==> config.mk <==
export PLATFORM = sky130hd
export DESIGN_NAME = sleep_clk_ctrl
export DESIGN_NICKNAME = d
export VERILOG_FILES = /design/src/rtl/slp_pkg.sv /design/src/rtl/sleep_wake_filter.sv /design/src/rtl/sleep_seq.sv /design/src/rtl/sleep_clk_ctrl.sv
export SDC_FILE = /design/constraint.sdc
export NUM_CORES = 1
export LEC_CHECK = 0
export ABC_AREA = 1
export BUFFER_PORTS_ARGS = -buffer_cell sky130_fd_sc_hd__buf_2
export CAP_MARGIN = 20
export CORE_MARGIN = 3
export CORE_UTILIZATION = 53
export CTS_CLUSTER_DIAMETER = 120
export DETAILED_ROUTE_END_ITERATION = 10
export GPL_ROUTABILITY_DRIVEN = 0
export GPL_TIMING_DRIVEN = 0
export PLACE_DENSITY = 0.78
export SLEW_MARGIN = 20
export SYNTH_ARGS = -nofsm -noshare
export SYNTH_HDL_FRONTEND = slang
export SYNTH_SLANG_ARGS = --single-unit
==> constraint.sdc <==
create_clock -name clk -period 2 [get_ports clk]
set_input_delay 0.1 -clock clk [delete_from_list [all_inputs] [get_ports clk]]
set_output_delay 0.1 -clock clk [all_outputs]
set_load 0.03 [all_outputs]
==> src/rtl/slp_pkg.sv <==
package slp_pkg;

    typedef enum logic [1:0] {
        MODE_IDLE  = 2'b00,
        MODE_ADCNR = 2'b01,
        MODE_PDOWN = 2'b10,
        MODE_RSVD  = 2'b11
    } slp_mode_e;

    typedef enum logic [1:0] {
        ST_RUN,
        ST_SLEEP,
        ST_START,
        ST_HALT
    } slp_state_e;

    // bit 0 cpu ... bit 4 oscillator
    typedef struct packed {
        logic osc;
        logic adc;
        logic io;
        logic flash;
        logic cpu;
    } dom_en_t;

    localparam int POST_WAKE_HALT = 4;

    function automatic dom_en_t gate_for(slp_state_e st, slp_mode_e m);
        dom_en_t g;
        g = '{osc: 1'b1, adc: 1'b1, io: 1'b1, flash: 1'b1, cpu: 1'b1};
        if (st == ST_START) begin
            g = '{osc: 1'b1, adc: 1'b0, io: 1'b0, flash: 1'b0, cpu: 1'b0};
        end else if (st == ST_SLEEP) begin
            case (m)
                MODE_IDLE:  g = '{osc: 1'b1, adc: 1'b1, io: 1'b1, flash: 1'b0, cpu: 1'b0};
                MODE_ADCNR: g = '{osc: 1'b1, adc: 1'b1, io: 1'b0, flash: 1'b0, cpu: 1'b0};
                MODE_PDOWN: g = '0;
                default:    g = '{osc: 1'b1, adc: 1'b1, io: 1'b1, flash: 1'b1, cpu: 1'b1};
            endcase
        end
        return g;
    endfunction

endpackage

==> src/rtl/sleep_wake_filter.sv <==
module sleep_wake_filter
    import slp_pkg::*;
#(
    parameter int                 N_IRQ      = 4,
    parameter int                 HOLD_CYC   = 3,
    parameter logic [N_IRQ-1:0]   ADCNR_MASK = 4'b0111,
    parameter logic [N_IRQ-1:0]   PD_MASK    = 4'b0011,
    localparam int                IDX_W      = (N_IRQ > 1) ? $clog2(N_IRQ) : 1,
    localparam int                HW         = $clog2(HOLD_CYC + 1)
) (
    input  logic             clk,
    input  logic             rst,
    input  logic             active,
    input  slp_mode_e        mode,
    input  logic [N_IRQ-1:0] irq_req,
    input  logic [N_IRQ-1:0] irq_en,
    input  logic             ext_level,
    output logic             wake,
    output logic [IDX_W-1:0] wake_idx
);

    logic [HW-1:0]    hold_cnt;
    logic             line0_on;
    logic             level_ok;
    logic [N_IRQ-1:0] mode_mask;
    logic [N_IRQ-1:0] cand;
    logic [N_IRQ-1:0] grant;

    assign line0_on = irq_req[0] & irq_en[0];

    always_ff @(posedge clk) begin
        if (rst || !active || !line0_on) begin
            hold_cnt <= '0;
        end else if (hold_cnt != HW'(HOLD_CYC - 1)) begin
            hold_cnt <= hold_cnt + 1'b1;
        end
    end

    assign level_ok = line0_on && (hold_cnt == HW'(HOLD_CYC - 1));

    always_comb begin
        case (mode)
            MODE_IDLE:  mode_mask = '1;
            MODE_ADCNR: mode_mask = ADCNR_MASK;
            MODE_PDOWN: mode_mask = PD_MASK;
            default:    mode_mask = '0;
        endcase
    end

    always_comb begin
        cand = irq_req & irq_en & mode_mask;
        cand[0] = ext_level ? level_ok : (line0_on && mode == MODE_IDLE);
        if (!active) cand = '0;
    end

    always_comb begin
        logic found;
        found    = 1'b0;
        grant    = '0;
        wake_idx = '0;
        for (int i = 0; i < N_IRQ; i++) begin
            if (cand[i] && !found) begin
                grant[i] = 1'b1;
                wake_idx = IDX_W'(i);
                found    = 1'b1;
            end
        end
    end

    assign wake = |grant;

    AST_GRANT_ONEHOT: assert property (@(posedge clk) disable iff (rst)
        $onehot0(grant));

    AST_DEEP_NO_EDGE: assert property (@(posedge clk) disable iff (rst)
        (active && mode != MODE_IDLE && !ext_level) |-> !grant[0]);

    AST_DISABLED_SILENT: assert property (@(posedge clk) disable iff (rst)
        (grant & ~irq_en) == '0);

endmodule

==> src/rtl/sleep_seq.sv <==
module sleep_seq
    import slp_pkg::*;
#(
    parameter int  SU_W  = 4,
    parameter int  IDX_W = 2,
    localparam int HCW   = $clog2(POST_WAKE_HALT)
) (
    input  logic             clk,
    input  logic             rst,
    input  logic             sleep_en,
    input  logic [1:0]       sleep_mode,
    input  logic             sleep_strobe,
    input  logic             wake,
    input  logic [IDX_W-1:0] wake_idx,
    input  logic             osc_ready,
    input  logic [SU_W-1:0]  startup_cycles,
    output slp_mode_e        mode_q,
    output logic             sleeping,
    output dom_en_t          dom_en,
    output logic             core_halt,
    output logic             wake_valid,
    output logic             wake_by_reset,
    output logic [IDX_W-1:0] wake_irq_idx
);

    slp_state_e      state;
    logic [SU_W-1:0] su_cnt;
    logic [HCW-1:0]  hcnt;
    logic            enter;

    assign enter = sleep_strobe && sleep_en && (slp_mode_e'(sleep_mode) != MODE_RSVD);

    always_ff @(posedge clk) begin
        if (rst) begin
            wake_valid    <= (state == ST_SLEEP) || (state == ST_START);
            wake_by_reset <= (state == ST_SLEEP) || (state == ST_START);
            wake_irq_idx  <= '0;
            state         <= ST_RUN;
            mode_q        <= MODE_IDLE;
            su_cnt        <= '0;
            hcnt          <= '0;
        end else begin
            case (state)
                ST_RUN: if (enter) begin
                    state         <= ST_SLEEP;
                    mode_q        <= slp_mode_e'(sleep_mode);
                    wake_valid    <= 1'b0;
                    wake_by_reset <= 1'b0;
                    wake_irq_idx  <= '0;
                end
                ST_SLEEP: if (wake) begin
                    wake_valid    <= 1'b1;
                    wake_by_reset <= 1'b0;
                    wake_irq_idx  <= wake_idx;
                    su_cnt        <= '0;
                    hcnt          <= '0;
                    state <= (mode_q == MODE_PDOWN && startup_cycles != '0) ? ST_START : ST_HALT;
                end
                ST_START: if (osc_ready) begin
                    if (su_cnt == startup_cycles - 1'b1) state <= ST_HALT;
                    else su_cnt <= su_cnt + 1'b1;
                end
                default: begin
                    if (hcnt == HCW'(POST_WAKE_HALT - 1)) state <= ST_RUN;
                    else hcnt <= hcnt + 1'b1;
                end
            endcase
        end
    end

    assign sleeping  = (state == ST_SLEEP);
    assign dom_en    = gate_for(state, mode_q);
    assign core_halt = (state != ST_RUN);

    AST_NO_STRAY_ENTRY: assert property (@(posedge clk) disable iff (rst)
        (state == ST_RUN && !enter) |=> state == ST_RUN);

    AST_HALT_TO_RUN: assert property (@(posedge clk) disable iff (rst)
        (state == ST_HALT && hcnt == HCW'(POST_WAKE_HALT - 1)) |=> state == ST_RUN);

    AST_SHALLOW_NO_STARTUP: assert property (@(posedge clk) disable iff (rst)
        (state == ST_SLEEP && wake && mode_q != MODE_PDOWN) |=> state == ST_HALT);

    AST_START_STALL: assert property (@(posedge clk) disable iff (rst)
        (state == ST_START && !osc_ready) |=> (state == ST_START && $stable(su_cnt)));

endmodule

==> src/rtl/sleep_clk_ctrl.sv <==
module sleep_clk_ctrl
    import slp_pkg::*;
#(
    parameter int               N_IRQ      = 4,
    parameter int               HOLD_CYC   = 3,
    parameter int               SU_W       = 4,
    parameter logic [N_IRQ-1:0] ADCNR_MASK = 4'b0111,
    parameter logic [N_IRQ-1:0] PD_MASK    = 4'b0011,
    localparam int              IDX_W      = (N_IRQ > 1) ? $clog2(N_IRQ) : 1
) (
    input  logic             clk,
    input  logic             rst,
    input  logic             sleep_en,
    input  logic [1:0]       sleep_mode,
    input  logic             sleep_strobe,
    input  logic [N_IRQ-1:0] irq_req,
    input  logic [N_IRQ-1:0] irq_en,
    input  logic             ext_level,
    input  logic             osc_ready,
    input  logic [SU_W-1:0]  startup_cycles,
    output logic [4:0]       clk_en,
    output logic             core_halt,
    output logic             wake_valid,
    output logic             wake_by_reset,
    output logic [IDX_W-1:0] wake_irq_idx
);

    slp_mode_e        mode_q;
    logic             sleeping;
    logic             wake;
    logic [IDX_W-1:0] wake_idx;
    dom_en_t          dom_en;

    sleep_wake_filter #(
        .N_IRQ      (N_IRQ),
        .HOLD_CYC   (HOLD_CYC),
        .ADCNR_MASK (ADCNR_MASK),
        .PD_MASK    (PD_MASK)
    ) i_filter (
        .clk       (clk),
        .rst       (rst),
        .active    (sleeping),
        .mode      (mode_q),
        .irq_req   (irq_req),
        .irq_en    (irq_en),
        .ext_level (ext_level),
        .wake      (wake),
        .wake_idx  (wake_idx)
    );

    sleep_seq #(
        .SU_W  (SU_W),
        .IDX_W (IDX_W)
    ) i_seq (
        .clk            (clk),
        .rst            (rst),
        .sleep_en       (sleep_en),
        .sleep_mode     (sleep_mode),
        .sleep_strobe   (sleep_strobe),
        .wake           (wake),
        .wake_idx       (wake_idx),
        .osc_ready      (osc_ready),
        .startup_cycles (startup_cycles),
        .mode_q         (mode_q),
        .sleeping       (sleeping),
        .dom_en         (dom_en),
        .core_halt      (core_halt),
        .wake_valid     (wake_valid),
        .wake_by_reset  (wake_by_reset),
        .wake_irq_idx   (wake_irq_idx)
    );

    assign clk_en = dom_en;

    AST_PD_ALL_OFF: assert property (@(posedge clk) disable iff (rst)
        (sleeping && mode_q == MODE_PDOWN) |-> clk_en == 5'b00000);

    AST_HALT_WHILE_GATED: assert property (@(posedge clk) disable iff (rst)
        (clk_en != 5'b11111) |-> core_halt);

endmodule

# Word-level counts from Yosys, hierarchy flattened

Index checks and enable logic that the tools add are counted.

Add/sub/neg operators: 4
Eq/ne operators: 17
Muxes and demuxes: 39
Bitwise gates (word level): 4
Reductions and logical operators: 32

Operator list:

| kind                  | number |
|---|---|
| $mux W2               | 11 |
| $mux W4               | 4 |
| $pmux W5 S3           | 1 |
| $mux W1               | 14 |
| $ne A2 B2 Y1 const B  | 6 |
| $pmux W4 S3           | 1 |
| $mux W5               | 2 |
| $reduce_and A3 Y1     | 3 |
| $and A4 B4 Y4         | 2 |
| $eq A2 B2 Y1 const B  | 4 |
| $logic_and A1 B1 Y1   | 8 |
| $pmux W2 S2           | 2 |
| $pmux W4 S2           | 1 |
| $reduce_bool A4 Y1    | 2 |
| $pmux W2 S3           | 1 |
| $reduce_bool A2 Y1    | 3 |
| $logic_not A1 Y1      | 5 |
| $reduce_and A5 Y1     | 1 |
| $add A2 B1 Y2 const B | 2 |
| $add A4 B1 Y4 const B | 1 |
| $eq A2 B1 Y1 const B  | 2 |
| $eq A4 B4 Y1          | 1 |
| $logic_not A2 Y1      | 2 |
| $ne A2 B1 Y1 const B  | 2 |
| other kinds (12)      | 15 |

Flip-flop bits (word level): 16
Output and inout port bits: 10

# Longest topological paths before layout

Word-level depth: 18
Depth in mapped cells: 15
Gate-level depth less buffers: 15

# Cells and area by module

From an unflattened synthesis, not the netlist that was laid out.

Cells, all modules: 189
Area, all modules: 1,232.4 µm²

Modules (own cells, without submodules):

| module            | instances | cells each | area each (µm²) | sequential area each (µm²) |
|---|---|---|---|---|
| sleep_seq         | 1         | 152        | 1,027.2         | 300.3 |
| sleep_wake_filter | 1         | 37         | 205.2           | 40.0 |

# Least setup slack after synthesis

OpenSTA, ideal clock, no wires.

Path kind: register -> output
From: register i_seq.state[1]
To: output clk_en[1]
Arrival time: 1.541 ns
Required time: 1.900 ns
Path slack: 0.359 ns
Cell stages (with the launch flop): 8
Path through: dfxtp_1 > inv_1 > ha_1 > buf_6 > inv_8 > nor2_8 > nor2_1 > buf_4

Longest elaborated chain between the ends: 3
Elaborated cells on any way between the ends: 4
Those cells by class: eq/ne: 2; mux: 2

Ends and longest elaborated chain:

| item                     | RTL line             | source |
|---|---|---|
| start: declaration       | sleep_seq.sv:26      | `slp_state_e state;` |
| start signal: assignment | sleep_seq.sv:57      | `state <= (mode_q == MODE_PDOWN && startup_cycles != '0) ? ST_START : ST_HALT;` |
| $eq A2 B1 Y1             | slp_pkg.sv:33        | `end else if (st == ST_SLEEP) begin` |
| $mux W5                  | slp_pkg.sv:33        |  |
| $mux W5 (*)              | slp_pkg.sv:31        | `if (st == ST_START) begin` |
| end: declaration         | sleep_clk_ctrl.sv:21 | `output logic [4:0] clk_en,` |

Mark *: on every way between the ends. The rest lies on a longest branch, timed or not.

# Worst setup path in the final report

From: register i_seq.state[1]
To: register i_seq.wake_by_reset (enable)

Longest elaborated chain between the ends: 15
Elaborated cells on any way between the ends: 20
Those cells by class: eq/ne: 3; mux: 7; reduce/logical: 10

Ends and longest elaborated chain:

| item                                   | RTL line                         | source |
|---|---|---|
| $eq A2 B1 Y1                           | sleep_seq.sv:43, sleep_seq.sv:71 |  |
| $mux W4                                | sleep_wake_filter.sv:53          | `if (!active) cand = '0;` |
| $mux W1                                | sleep_wake_filter.sv:62          | `if (cand[i] && !found) begin` |
| $logic_not A1 Y1                       | sleep_wake_filter.sv:62          |  |
| $logic_and A1 B1 Y1                    | sleep_wake_filter.sv:62          |  |
| $mux W1                                | sleep_wake_filter.sv:62          |  |
| $logic_not A1 Y1                       | sleep_wake_filter.sv:62          |  |
| $logic_and A1 B1 Y1                    | sleep_wake_filter.sv:62          |  |
| $mux W1                                | sleep_wake_filter.sv:62          |  |
| $logic_not A1 Y1                       | sleep_wake_filter.sv:62          |  |
| $logic_and A1 B1 Y1                    | sleep_wake_filter.sv:62          |  |
| $mux W1                                | sleep_wake_filter.sv:62          |  |
| $reduce_or A4 Y1                       | sleep_wake_filter.sv:70          | `assign wake = \|grant;` |
| $ne A3 B3 Y1 (no source line)          | --                               |  |
| $reduce_and A3 Y1 (no source line) (*) | --                               |  |
| end signal: assignment                 | sleep_seq.sv:36                  | `wake_by_reset <= (state == ST_SLEEP) \|\| (state == ST_START);` |
| end: declaration                       | sleep_seq.sv:22                  | `output logic wake_by_reset,` |

Marked as above.
A chain may end at the register's enable or synchronous reset.

==> impl_metrics.py <==
metrics = {
    "run_status": {
        "status": "finished, final reports clean",
    },
    "floorplanning": {
        "initial_utilization": 0.572,
        "die-area_um2": 3060,
        "die-height_um": 55.3,
        "fp.dieW_um": 55.3,
        "rows": 17,
        "coreArea_um2": 2250,
        "pin_count": 30,
    },
    "cells_and_area": {
        "fillers": 205,
        "nNetsFinal": 260,
        "drive_gt1_frac": 0.217,
        "antennaDiodeCount": 0,
        "area_growth_pct": 15.6,
    },
    "sta": {
        "period_needed_ns": 1.81,
        "finalHoldViolCount": 0,
        "hold-worst-slack_ns": 0.0985,
        "timing.setup.tns_ns": 0,
        "tightest_slew_ns": 0.393,
        "setup_viol": 0,
        "slew_violations": 0,
        "fin_crit_sh": 0.907,
        "finClkSkew_ns": 0.00571,
        "rsz0062_at_grt": "no",
        "postLayoutSetupSlackWorst_ns": 0.186,
        "max_freq_ghz": 0.551,
        "slew_headroom": 0.738,
    },
    "yosys": {
        "ys_ff_latch": 16,
        "synthMuxAreaShare": 0,
        "postSynthCellCount": 194,
        "synth_simple_gate_area_frac": 0.362,
        "synth_fa_ha_area_frac": 0.126,
        "syn-num-nets": 227,
        "ys_types": 29,
        "netlist.top_cell.by_area": "dfxtp_1",
        "netlist.area_leader.share": 0.217,
        "ys_seq_area_frac": 0.264,
        "postSynthAreaPerCell_um2": 6.64,
        "synth_compound_area_frac": 0.115,
        "synth-xor-area-share": 0.0204,
        "syn_area_um2": 1290,
        "synth_top_cells_by_area": "dfxtp_1, nand2_1, ha_1, inv_1, nand3_1",
        "yosys_warnings": 0,
        "synth_top_family_by_area": "simple AND/OR/NAND/NOR gates",
    },
    "detailed_routing": {
        "drt_wl_total_um": 2760,
        "vias": 1275,
        "vias_per_cell": 5.02,
        "wire_per_inst_um": 10.9,
        "drc_errors": 0,
        "first_pass_iters": 4,
        "drt_iter0_drc": 29,
        "ant_nets": 0,
    },
    "grt": {
        "antenna_found_initial": 0,
        "gr-total-overflow": 0,
        "grt_pass1_vias": 1280,
        "track_usage": 0.192,
        "grt_max_degree": 11,
        "grt_pass1_wl_um": 5000,
    },
    "critical_path": {
        "critPathMaxStageDelay_ns": 0.35,
        "cp.buffers_inverters": 3,
        "worstPathCellList": "inv_1 -> ha_1 -> buf_6 -> inv_8 -> nor2_8 -> nand3_1 -> nand2_1 -> nor2_2 -> a21boi_2 -> nand2_1 -> nand2_1",
        "crit_fanout": 7,
        "worstPathArrival_ns": 1.82,
        "cp-end-kind": "flip-flop",
        "cpMostUsedCell": "nand2_1",
        "crit_required_ns": 2.00,
        "critPathLaunchType": "flip-flop",
        "critPathSlowestCell": "dfxtp_1",
        "critPathTopFamily": "simple AND/OR/NAND/NOR gates",
        "worstSetupPathType": "flip-flop to flip-flop",
    },
    "placement": {
        "numPortBuffers": 28,
        "dp_hpwl_um": 2240,
        "pre_cts_ws_ns": 0.201,
    },
    "pwr": {
        "p_leak_nw": 0.761,
        "netSwitchingPower_uw": 941,
        "p_int_uw": 885,
        "power_frac_seq": 0.257,
        "peakVddDrop_mv": 0.766,
        "clockPowerShare": 0.098,
        "combPwrFrac": 0.645,
        "power_mw": 1.83,
        "switching_share": 0.515,
        "power_density_nw_per_um2": 1220,
    },
    "clock_tree": {
        "clockRootBuffer": "clkbuf_4",
        "cts_setup_buffers": 0,
        "cts_buffer_depth": 2,
        "ctsResizeCount": 0,
        "cts_buffers": 3,
        "postCtsHoldBufs": 0,
        "worstSkewPairLatency_ns": 0.28,
        "cts_tree": "done",
        "clk_pin_slew_ns": 0.10,
        "cts_max_level": 1,
        "cts_sinks": 16,
    },
    "job": {
        "max_cap_viol_count": 0,
    },
    "hold_path": {
        "hp-class": "input port to flip-flop",
    },
}
[cell usage in the layout, fill, tap and decap left out, drive strengths merged]
| cell type | synthesis | layout |
|---|---|---|
| nand2 | 52 | 52 |
| buf | 4 | 32 |
| inv | 28 | 28 |
| nor2 | 27 | 27 |
| nand3 | 19 | 19 |
| a21oi | 18 | 18 |
| dfxtp | 14 | 14 |
| ha | 13 | 13 |
| o21ai | 4 | 4 |
| clkbuf | 1 | 4 |
| nand4 | 2 | 2 |
| xor2 | 2 | 2 |
| edfxtp | 2 | 2 |
| or2 | 2 | 2 |
| nand3b | 1 | 1 |
| a21boi | 1 | 1 |
| xnor2 | 1 | 1 |
| nor3 | 1 | 1 |
| o21a | 1 | 1 |
| o21bai | 1 | 1 |
| clkinv | 0 | 1 |
[synthesized netlist by cell type (all sizes together)]
cell	instances
or2	2
a21oi	18
nand4	2
ha	13
nand2	52
clkbuf	1
o21bai	1
o21ai	4
xnor2	1
nor3	1
nand3b	1
a21boi	1
dfxtp	14
nand3	19
buf	4
o21a	1
xor2	2
nor2	27
inv	28
edfxtp	2
[cell families after synthesis]
| group | after synthesis |
|---|---|
| AND/OR/NAND/NOR | 104 |
| buffers and inverters | 33 |
| AO/OA/AOI/OAI | 25 |
| flip-flops | 16 |
| adder cells (fa/ha/maj) | 13 |
| XOR/XNOR | 3 |
[flip-flops by register name, indices dropped and copies added, names as in the netlist]
register	count
i_filter.hold_cnt	2
i_seq.hcnt	2
i_seq.mode_q	2
i_seq.state	2
i_seq.su_cnt	4
i_seq.wake_by_reset	1
i_seq.wake_irq_idx	2
i_seq.wake_valid	1
[per-stage QoR]
step,area (µm²),util,std cells
floorplan,1290,-,194
global placement,1460,0.649,250
detailed placement,1460,0.649,250
CTS,1490,0.661,254
global route,1490,0.661,254
finish,1490,0.661,254
[metal layers]
layer / track usage / share of wire / up-vias
li1: - / - / 678
met1: 0.232 / 0.44 / 568
met5: 0 / 0 / -
met3: 0.0327 / 0.053 / 2
met2: 0.356 / 0.50 / 27
met4: 0.0347 / 0.0065 / 0
[cell type report]
type,count,area (µm²),share of cell area
Clock inverter,1,3.75,0.00252
Buffer,5,32.5,0.0218
Inverter,28,113,0.0756
Multi-Input combinational cell,145,803,0.539
Tap cell,28,35.0,0.0235
Clock buffer,3,22.5,0.0151
Timing Repair Buffer,28,140,0.0940
Sequential cell,16,340,0.228
[worst register-to-register path, cell delays in order (launching register included)]
cell and delay (ns):
dfxtp_1 0.35, inv_1 0.10, ha_1 0.16, buf_6 0.14
inv_8 0.06, nor2_8 0.09, nand3_1 0.09, nand2_1 0.10
nor2_2 0.06, a21boi_2 0.21, nand2_1 0.08, nand2_1 0.10
[power by group through the flow]
stage	Sequential [mW]	Clock, mW	Combinational (mW)
finish	0.468	0.179	1.18
global route	0.483	0.198	1.33
CTS	0.469	0.184	1.18
detailed placement	0.476	0	1.17
floorplan	0.512	0	0.882
global placement	0.473	0	1.14
[final timing paths]
kind                                            start               endpoint  slack, ns  cells after the start
worst min register to register  i_seq.wake_irq_idx[0]  i_seq.wake_irq_idx[0]       0.46                      2
worst max register to register         i_seq.state[1]    i_seq.wake_by_reset       0.19                     11
worst max-delay path                   i_seq.state[1]    i_seq.wake_by_reset       0.19                     11
worst min-delay path                    sleep_mode[0]        i_seq.mode_q[0]        0.1                      3
(Power assumes the default switching activity.)
